### src/rtl/rs_pkg.sv
package rs_pkg;
  localparam int unsigned DATA_W = 16;
  localparam int unsigned LOC_W  = 4;
  localparam int unsigned PTR_W  = LOC_W + 2;

  typedef enum logic [2:0] {
    OP_CALL = 3'd0,
    OP_INTR = 3'd1,
    OP_LOOP = 3'd2,
    OP_RTS  = 3'd3,
    OP_RTI  = 3'd4
  } rs_op_e;
endpackage

### src/rtl/rs_ctrl.sv
module rs_ctrl
  import rs_pkg::*;
(
  input  logic       clk_i,
  input  logic       rst_ni,
  input  logic       push_i,
  input  logic       pull_i,
  input  logic [2:0] op_i,
  input  logic       sp_we_i,
  output logic       mv_push_o,
  output logic       mv_pull_o,
  output logic       pc_vld_o,
  output logic       sr_vld_o
);
  logic pend_q, pend_d;
  logic is_rts, is_rti;

  assign is_rts = (op_i == OP_RTS);
  assign is_rti = (op_i == OP_RTI);

  // second loop beat owns the cycle unless the pointer is being loaded
  always_comb begin
    mv_push_o = 1'b0;
    mv_pull_o = 1'b0;
    pend_d    = 1'b0;
    if (!sp_we_i) begin
      if (pend_q) begin
        mv_push_o = 1'b1;
      end else if (push_i) begin
        mv_push_o = 1'b1;
        pend_d    = (op_i == OP_LOOP);
      end else if (pull_i) begin
        mv_pull_o = 1'b1;
      end
    end
  end

  assign pc_vld_o = mv_pull_o && (is_rts || is_rti);
  assign sr_vld_o = mv_pull_o && is_rti;

  always_ff @(posedge clk_i or negedge rst_ni) begin
    if (!rst_ni) pend_q <= 1'b0;
    else         pend_q <= pend_d;
  end

  p_beat_once_r6: assert property (@(posedge clk_i) disable iff (!rst_ni)
    pend_q |=> !pend_q);
  p_beat_pushes_r6: assert property (@(posedge clk_i) disable iff (!rst_ni)
    (pend_q && !sp_we_i) |-> (mv_push_o && !mv_pull_o));
  p_push_wins_r11: assert property (@(posedge clk_i) disable iff (!rst_ni)
    push_i |-> (!pc_vld_o && !sr_vld_o));
  p_rts_pc_only_r3: assert property (@(posedge clk_i) disable iff (!rst_ni)
    (pc_vld_o && op_i == OP_RTS) |-> !sr_vld_o);
endmodule

### src/rtl/rs_ptr.sv
module rs_ptr
  import rs_pkg::*;
#(
  parameter int unsigned PW = PTR_W
) (
  input  logic          clk_i,
  input  logic          rst_ni,
  input  logic          mv_push_i,
  input  logic          mv_pull_i,
  input  logic          sp_we_i,
  input  logic [PW-1:0] sp_wdata_i,
  output logic [PW-1:0] sp_o,
  output logic          irq_o
);
  localparam int unsigned ERR_BIT = PW - 2;

  logic [PW-1:0] sp_q, sp_d;
  logic          irq_q;

  always_comb begin
    sp_d = sp_q;
    if (sp_we_i)        sp_d = sp_wdata_i;
    else if (mv_push_i) sp_d = sp_q + PW'(1);
    else if (mv_pull_i) sp_d = sp_q - PW'(1);
  end

  always_ff @(posedge clk_i or negedge rst_ni) begin
    if (!rst_ni) begin
      sp_q  <= '0;
      irq_q <= 1'b0;
    end else begin
      sp_q  <= sp_d;
      irq_q <= sp_d[ERR_BIT] && !sp_q[ERR_BIT];
    end
  end

  assign sp_o  = sp_q;
  assign irq_o = irq_q;

  p_load_r10: assert property (@(posedge clk_i) disable iff (!rst_ni)
    sp_we_i |=> sp_q == $past(sp_wdata_i));
  p_push_step_r2: assert property (@(posedge clk_i) disable iff (!rst_ni)
    (mv_push_i && !sp_we_i) |=> sp_q == $past(sp_q) + PW'(1));
  p_pull_step_r8: assert property (@(posedge clk_i) disable iff (!rst_ni)
    (mv_pull_i && !sp_we_i) |=> sp_q == $past(sp_q) - PW'(1));
  p_irq_single_r9: assert property (@(posedge clk_i) disable iff (!rst_ni)
    irq_q |=> !irq_q);
  p_irq_flag_r9: assert property (@(posedge clk_i) disable iff (!rst_ni)
    irq_q |-> sp_q[ERR_BIT]);
endmodule

### src/rtl/rs_mem.sv
module rs_mem
  import rs_pkg::*;
#(
  parameter int unsigned DW = DATA_W,
  parameter int unsigned LW = LOC_W
) (
  input  logic          clk_i,
  input  logic          rst_ni,
  input  logic          wr_en_i,
  input  logic [LW-1:0] wr_loc_i,
  input  logic [DW-1:0] wr_hi_i,
  input  logic [DW-1:0] wr_lo_i,
  input  logic [LW-1:0] rd_loc_i,
  output logic [DW-1:0] rd_hi_o,
  output logic [DW-1:0] rd_lo_o
);
  localparam int unsigned NLOC  = 1 << LW;
  localparam int unsigned DEPTH = NLOC - 1;

  logic [DW-1:0] hi_q [NLOC];
  logic [DW-1:0] lo_q [NLOC];

  // location 0 has no storage and reads as zero
  assign hi_q[0] = '0;
  assign lo_q[0] = '0;

  for (genvar g = 1; g <= DEPTH; g++) begin : g_ent
    always_ff @(posedge clk_i or negedge rst_ni) begin
      if (!rst_ni) begin
        hi_q[g] <= '0;
        lo_q[g] <= '0;
      end else if (wr_en_i && wr_loc_i == LW'(g)) begin
        hi_q[g] <= wr_hi_i;
        lo_q[g] <= wr_lo_i;
      end
    end
  end

  assign rd_hi_o = hi_q[rd_loc_i];
  assign rd_lo_o = lo_q[rd_loc_i];

  p_phantom_r7: assert property (@(posedge clk_i) disable iff (!rst_ni)
    (rd_loc_i == '0) |-> (rd_hi_o == '0 && rd_lo_o == '0));
  p_write_lands_r2: assert property (@(posedge clk_i) disable iff (!rst_ni)
    (wr_en_i && wr_loc_i != '0 && rd_loc_i == wr_loc_i - LW'(1)) |=>
      (hi_q[$past(wr_loc_i)] == $past(wr_hi_i)));
endmodule

### src/rtl/ret_stack.sv
module ret_stack
  import rs_pkg::*;
(
  input  logic              clk_i,
  input  logic              rst_ni,
  input  logic              push_i,
  input  logic              pull_i,
  input  logic [2:0]        op_i,
  input  logic [DATA_W-1:0] hi_i,
  input  logic [DATA_W-1:0] lo_i,
  input  logic              sp_we_i,
  input  logic [PTR_W-1:0]  sp_wdata_i,
  output logic [PTR_W-1:0]  sp_o,
  output logic [DATA_W-1:0] rst_hi_o,
  output logic [DATA_W-1:0] rst_lo_o,
  output logic              pc_vld_o,
  output logic              sr_vld_o,
  output logic              stk_err_irq_o
);
  logic             mv_push, mv_pull;
  logic [LOC_W-1:0] top_loc, new_loc;

  rs_ctrl u_ctrl (
    .clk_i     (clk_i),
    .rst_ni    (rst_ni),
    .push_i    (push_i),
    .pull_i    (pull_i),
    .op_i      (op_i),
    .sp_we_i   (sp_we_i),
    .mv_push_o (mv_push),
    .mv_pull_o (mv_pull),
    .pc_vld_o  (pc_vld_o),
    .sr_vld_o  (sr_vld_o)
  );

  rs_ptr #(.PW(PTR_W)) u_ptr (
    .clk_i      (clk_i),
    .rst_ni     (rst_ni),
    .mv_push_i  (mv_push),
    .mv_pull_i  (mv_pull),
    .sp_we_i    (sp_we_i),
    .sp_wdata_i (sp_wdata_i),
    .sp_o       (sp_o),
    .irq_o      (stk_err_irq_o)
  );

  assign top_loc = sp_o[LOC_W-1:0];
  assign new_loc = top_loc + LOC_W'(1);

  rs_mem #(.DW(DATA_W), .LW(LOC_W)) u_mem (
    .clk_i    (clk_i),
    .rst_ni   (rst_ni),
    .wr_en_i  (mv_push),
    .wr_loc_i (new_loc),
    .wr_hi_i  (hi_i),
    .wr_lo_i  (lo_i),
    .rd_loc_i (top_loc),
    .rd_hi_o  (rst_hi_o),
    .rd_lo_o  (rst_lo_o)
  );
endmodule

### config.mk
export PLATFORM = sky130hd
export DESIGN_NAME = ret_stack
export DESIGN_NICKNAME = d
export VERILOG_FILES = /design/src/rtl/rs_pkg.sv /design/src/rtl/rs_ctrl.sv /design/src/rtl/rs_ptr.sv /design/src/rtl/rs_mem.sv /design/src/rtl/ret_stack.sv
export SDC_FILE = /design/constraint.sdc
export NUM_CORES = 1
export LEC_CHECK = 0
export ABC_CLOCK_PERIOD_IN_PS = 4100
export BUFFER_PORTS_ARGS = -buffer_cell sky130_fd_sc_hd__buf_2
export CAP_MARGIN = 20
export CORE_ASPECT_RATIO = 0.6
export CORE_MARGIN = 4
export CORE_UTILIZATION = 30
export DETAILED_ROUTE_END_ITERATION = 7
export PLACE_DENSITY_LB_ADDON = 0.25
export SLEW_MARGIN = 5
export SYNTH_ARGS = -nofsm -noshare
export SYNTH_HDL_FRONTEND = slang
export SYNTH_HIERARCHICAL = 1
export SYNTH_SLANG_ARGS = --single-unit
### constraint.sdc
create_clock -name clk_i -period 4.1 [get_ports clk_i]
set_input_delay 0.41 -clock clk_i [delete_from_list [all_inputs] [get_ports clk_i]]
set_output_delay 0.41 -clock clk_i [all_outputs]
set_load 0.03 [all_outputs]
==> summary.txt <==
Floorplanning
  – Die X-Extent: 360 um
  – IO Count: 87
  – Initial Utilization: 0.303
  – Core box area: 0.0737 mm2
  – Row cnt: 77
  – Die height: 219 um
  – Die area: 0.0791 mm2

Placed design
  – Post-placement cell area: 0.0239 mm2
  – Port buffer count: 86
  – Post-DP HPWL: 34900 um
  – GPL Wtd Cong: 0.721
  – Post-placement cell count: 2425

Clock network
  – Post-CTS setup buffers: 0
  – Reg clk slew, reported paths: 0.07 ns
  – Clk sinks: 488
  – CTS root buffer: clkbuf_16
  – Max H-tree Level: 2
  – Total CTS buffers: 50
  – CTS tree: built
  – Worst-Skew Late Latency: 0.61 ns
  – Maximum clock path buffer count: 3

Worst setup path
  – Setup crit end kind: output pin
  – Worst Path Buf+Inv: 3
  – Slowest cell delay on critical path: 0.69 ns
  – Worst-path cell chain: buf_4 -> and2_2 -> buf_4 -> a22oi_1 -> o31ai_1 -> buf_2
  – WS Path Type: flop to output pin
  – Crit-path max FO: 24
  – CP Data Required Time: 3.69 ns
  – Delay-heaviest family, CP: buffers and inverters
  – CP max-delay cell: and2_2
  – FF-to-FF setup slack: 0.78 ns
  – Most common cell on crit path: buf_4
  – Crit path DAT: 3.30 ns
  – CP startpoint kind: flop

Routing
  – Total Routed Length: 59300 um
  – # DRC: 0
  – Drt wl/cell: 23.5 um
  – Via/cell ratio: 5.11
  – DR vias: 12900
  – Final ANT Viol Nets: 0
  – Drt initial violations: 672
  – DRT Pass-1 Iters: 5

Synth
  – Post-synth EDFFs: 0
  – Yosys top cell by area: dfrtp_1
  – Cell count after synthesis: 1449
  – Top_reg_cell synth: dfrtp_1
  – Seq/Total Area, Yosys: 0.546
  – Synth warn: 6
  – Unique masters post-synth: 47
  – Mean post-synth cell area: 15.4 um2
  – Post-Syn Area: 0.0224 mm2
  – Synth Net Count: 1498
  – Synth area leaders: dfrtp_1 55%, mux2_2 25%, mux4_2 9.7%, a221oi_1 1.3%, buf_2 1.2%
  – Synthesized flop and latch total: 488
  – Yosys top cell area share: 0.546
  – Asr flop ratio synth: 1.00

Pwr
  – Pleak: 11.2 nW
  – Peak supply drop: 0.373 mV
  – Tot Pwr: 17.9 mW
  – Pwr dens: 695 mW/mm2

STA
  – Worst-Margin Slew: 1.05 ns
  – Fmax: 0.270 GHz
  – Hold slack: 0.0793 ns
  – Clock Skews: 0.0295 ns
  – Hold Vio Cnt, Final: 0
  – Unrepaired setup endpoints after global routing: no
  – Fin crit period: 3.71 ns
  – Setup Viol. Count Final: 0
  – Fin Setup TNS: 0 ns
  – Period Utilization, post-route: 0.904
  – Max_slew headroom: 0.301
  – Final max-slew violation count: 0

Finish
  – FF/Latch Area: 0.0122 mm2
  – Area of the multi-input gates: 0.00953 mm2
  – Post-route design area: 0.0257 mm2
  – Share of post-route cells with drive strength above 1: 0.538
  – Fin nets: 1542
  – Area delta synth->final: 14.9%
  – Highest-count cells in the layout ignoring fill and taps: 499 x mux2_2, 484 x dfrtp_1, 96 x mux4_2
  – Cell Count, Final, Fillers Out: 2519
  – # fillers: 7093
  – Commonest non-fill, non-tap cell in the layout: mux2_2

Global route
  – Number of global-route vias before repair: 13900
  – Initial antenna violation count: 3
  – Total track usage: 0.151
  – First-pass GRT wire length: 92200 um
  – Pin count of the biggest net entering global routing: 102
  – GRT Residual Overflow: 0

Outcome
  – Status: finished, final reports clean

Job
  – Max Cap Viol: 0

Hold path
  – HP Class: input pin to flop
synth_stat cells, types with 3 or more instances:
master,instances
ha_1,3
nand3b_1,6
nand3_1,4
buf_6,12
nand2b_1,6
a22oi_1,33
a221oi_1,33
buf_4,7
nor2b_1,33
mux2_1,13
mux4_2,96
clkbuf_1,61
mux2_2,499
buf_2,55
dfrtp_1,488
or3_1,4
nand2_1,6
a311oi_1,3
nor2_1,21
o31ai_1,32
inv_1,5
flip-flops by register name, indices dropped and copies added, names as in the netlist:
| signal | cells |
|---|---|
| u_mem/lo_q | 240 |
| u_ptr/irq_o | 1 |
| u_ptr/sp_o | 6 |
| u_ctrl/pend_q | 1 |
| u_mem/hi_q | 240 |
stage by stage:
step                setup slack, ns   util
floorplan                      1.43      -
global placement              0.732  0.325
detailed placement            0.672  0.325
CTS                           0.303  0.348
global route                  0.199  0.348
finish                        0.393  0.349
final cells by class:
cell class              count  area share
diodes                      1   0.0000974
clock buffers              71      0.0545
clock inverters            19      0.0126
inverters                   5    0.000731
multi-input cells         821       0.371
flip-flops and latches    488       0.476
well taps                 987      0.0481
repair buffers            127      0.0372
routing by layer:
| layer | part of all wire | global-route usage |
|---|---|---|
| met2 | 0.44 | 0.229 |
| met5 | 0 | 0 |
| met3 | 0.036 | 0.0247 |
| met1 | 0.51 | 0.231 |
| met4 | 0.013 | 0.0252 |
report_power, final:
group	total [mW]	switching (mW)	internal [mW]	leakage [nW]
clock network	4.86	2.02	2.84	0.846
logic	4.91	2.00	2.91	4.09
registers	8.10	1.09	7.01	6.22
total	17.9	5.11	12.8	11.2
kinds of logic (layout without fill, tap and decap cells):
group / after synthesis / count (layout) / synth area share
compound gates: 109 / 109 / 0.0387
xor+xnor: 3 / 3 / 0.00118
fa+ha+maj: 3 / 3 / 0.00168
buf+inv: 140 / 222 / 0.0318
flops: 488 / 488 / 0.546
mux: 608 / 608 / 0.355
other cells: 0 / 1 / 0
simple gates: 98 / 98 / 0.0261
timing repair:
action | CTS | global route
hold buffers | 3 | 0
endpoints found under the hold margin | 95 | 0
resized for setup | 0 | 0
final timing paths:
kind | start | end | cells past startpoint
worst min register to register | u_mem/lo_q[197]$_DFFE_PN0P_ | u_mem/lo_q[197]$_DFFE_PN0P_ | 1
max in group asynchronous | rst_ni | u_mem/hi_q[57]$_DFFE_PN0P_ | 3
worst min-delay path | sp_wdata_i[5] | u_ptr/sp_o[5]$_DFFE_PN0P_ | 3
min in group asynchronous | rst_ni | u_ptr/irq_o$_DFF_PN0_ | 2
worst max-delay path | u_ptr/sp_o[0]$_DFFE_PN0P_ | rst_hi_o[14] | 6
worst max register to register | u_ptr/sp_o[1]$_DFFE_PN0P_ | u_mem/lo_q[181]$_DFFE_PN0P_ | 6
worst register-to-register path, cell delays in order (launching register included):
cell and delay [ns]:
dfrtp_4 0.74, ha_1 0.26, xor2_1 0.32, nand3b_1 0.33, or3_2 0.88, buf_4 0.37
mux2_1 0.34
(Power assumes the default switching activity.)
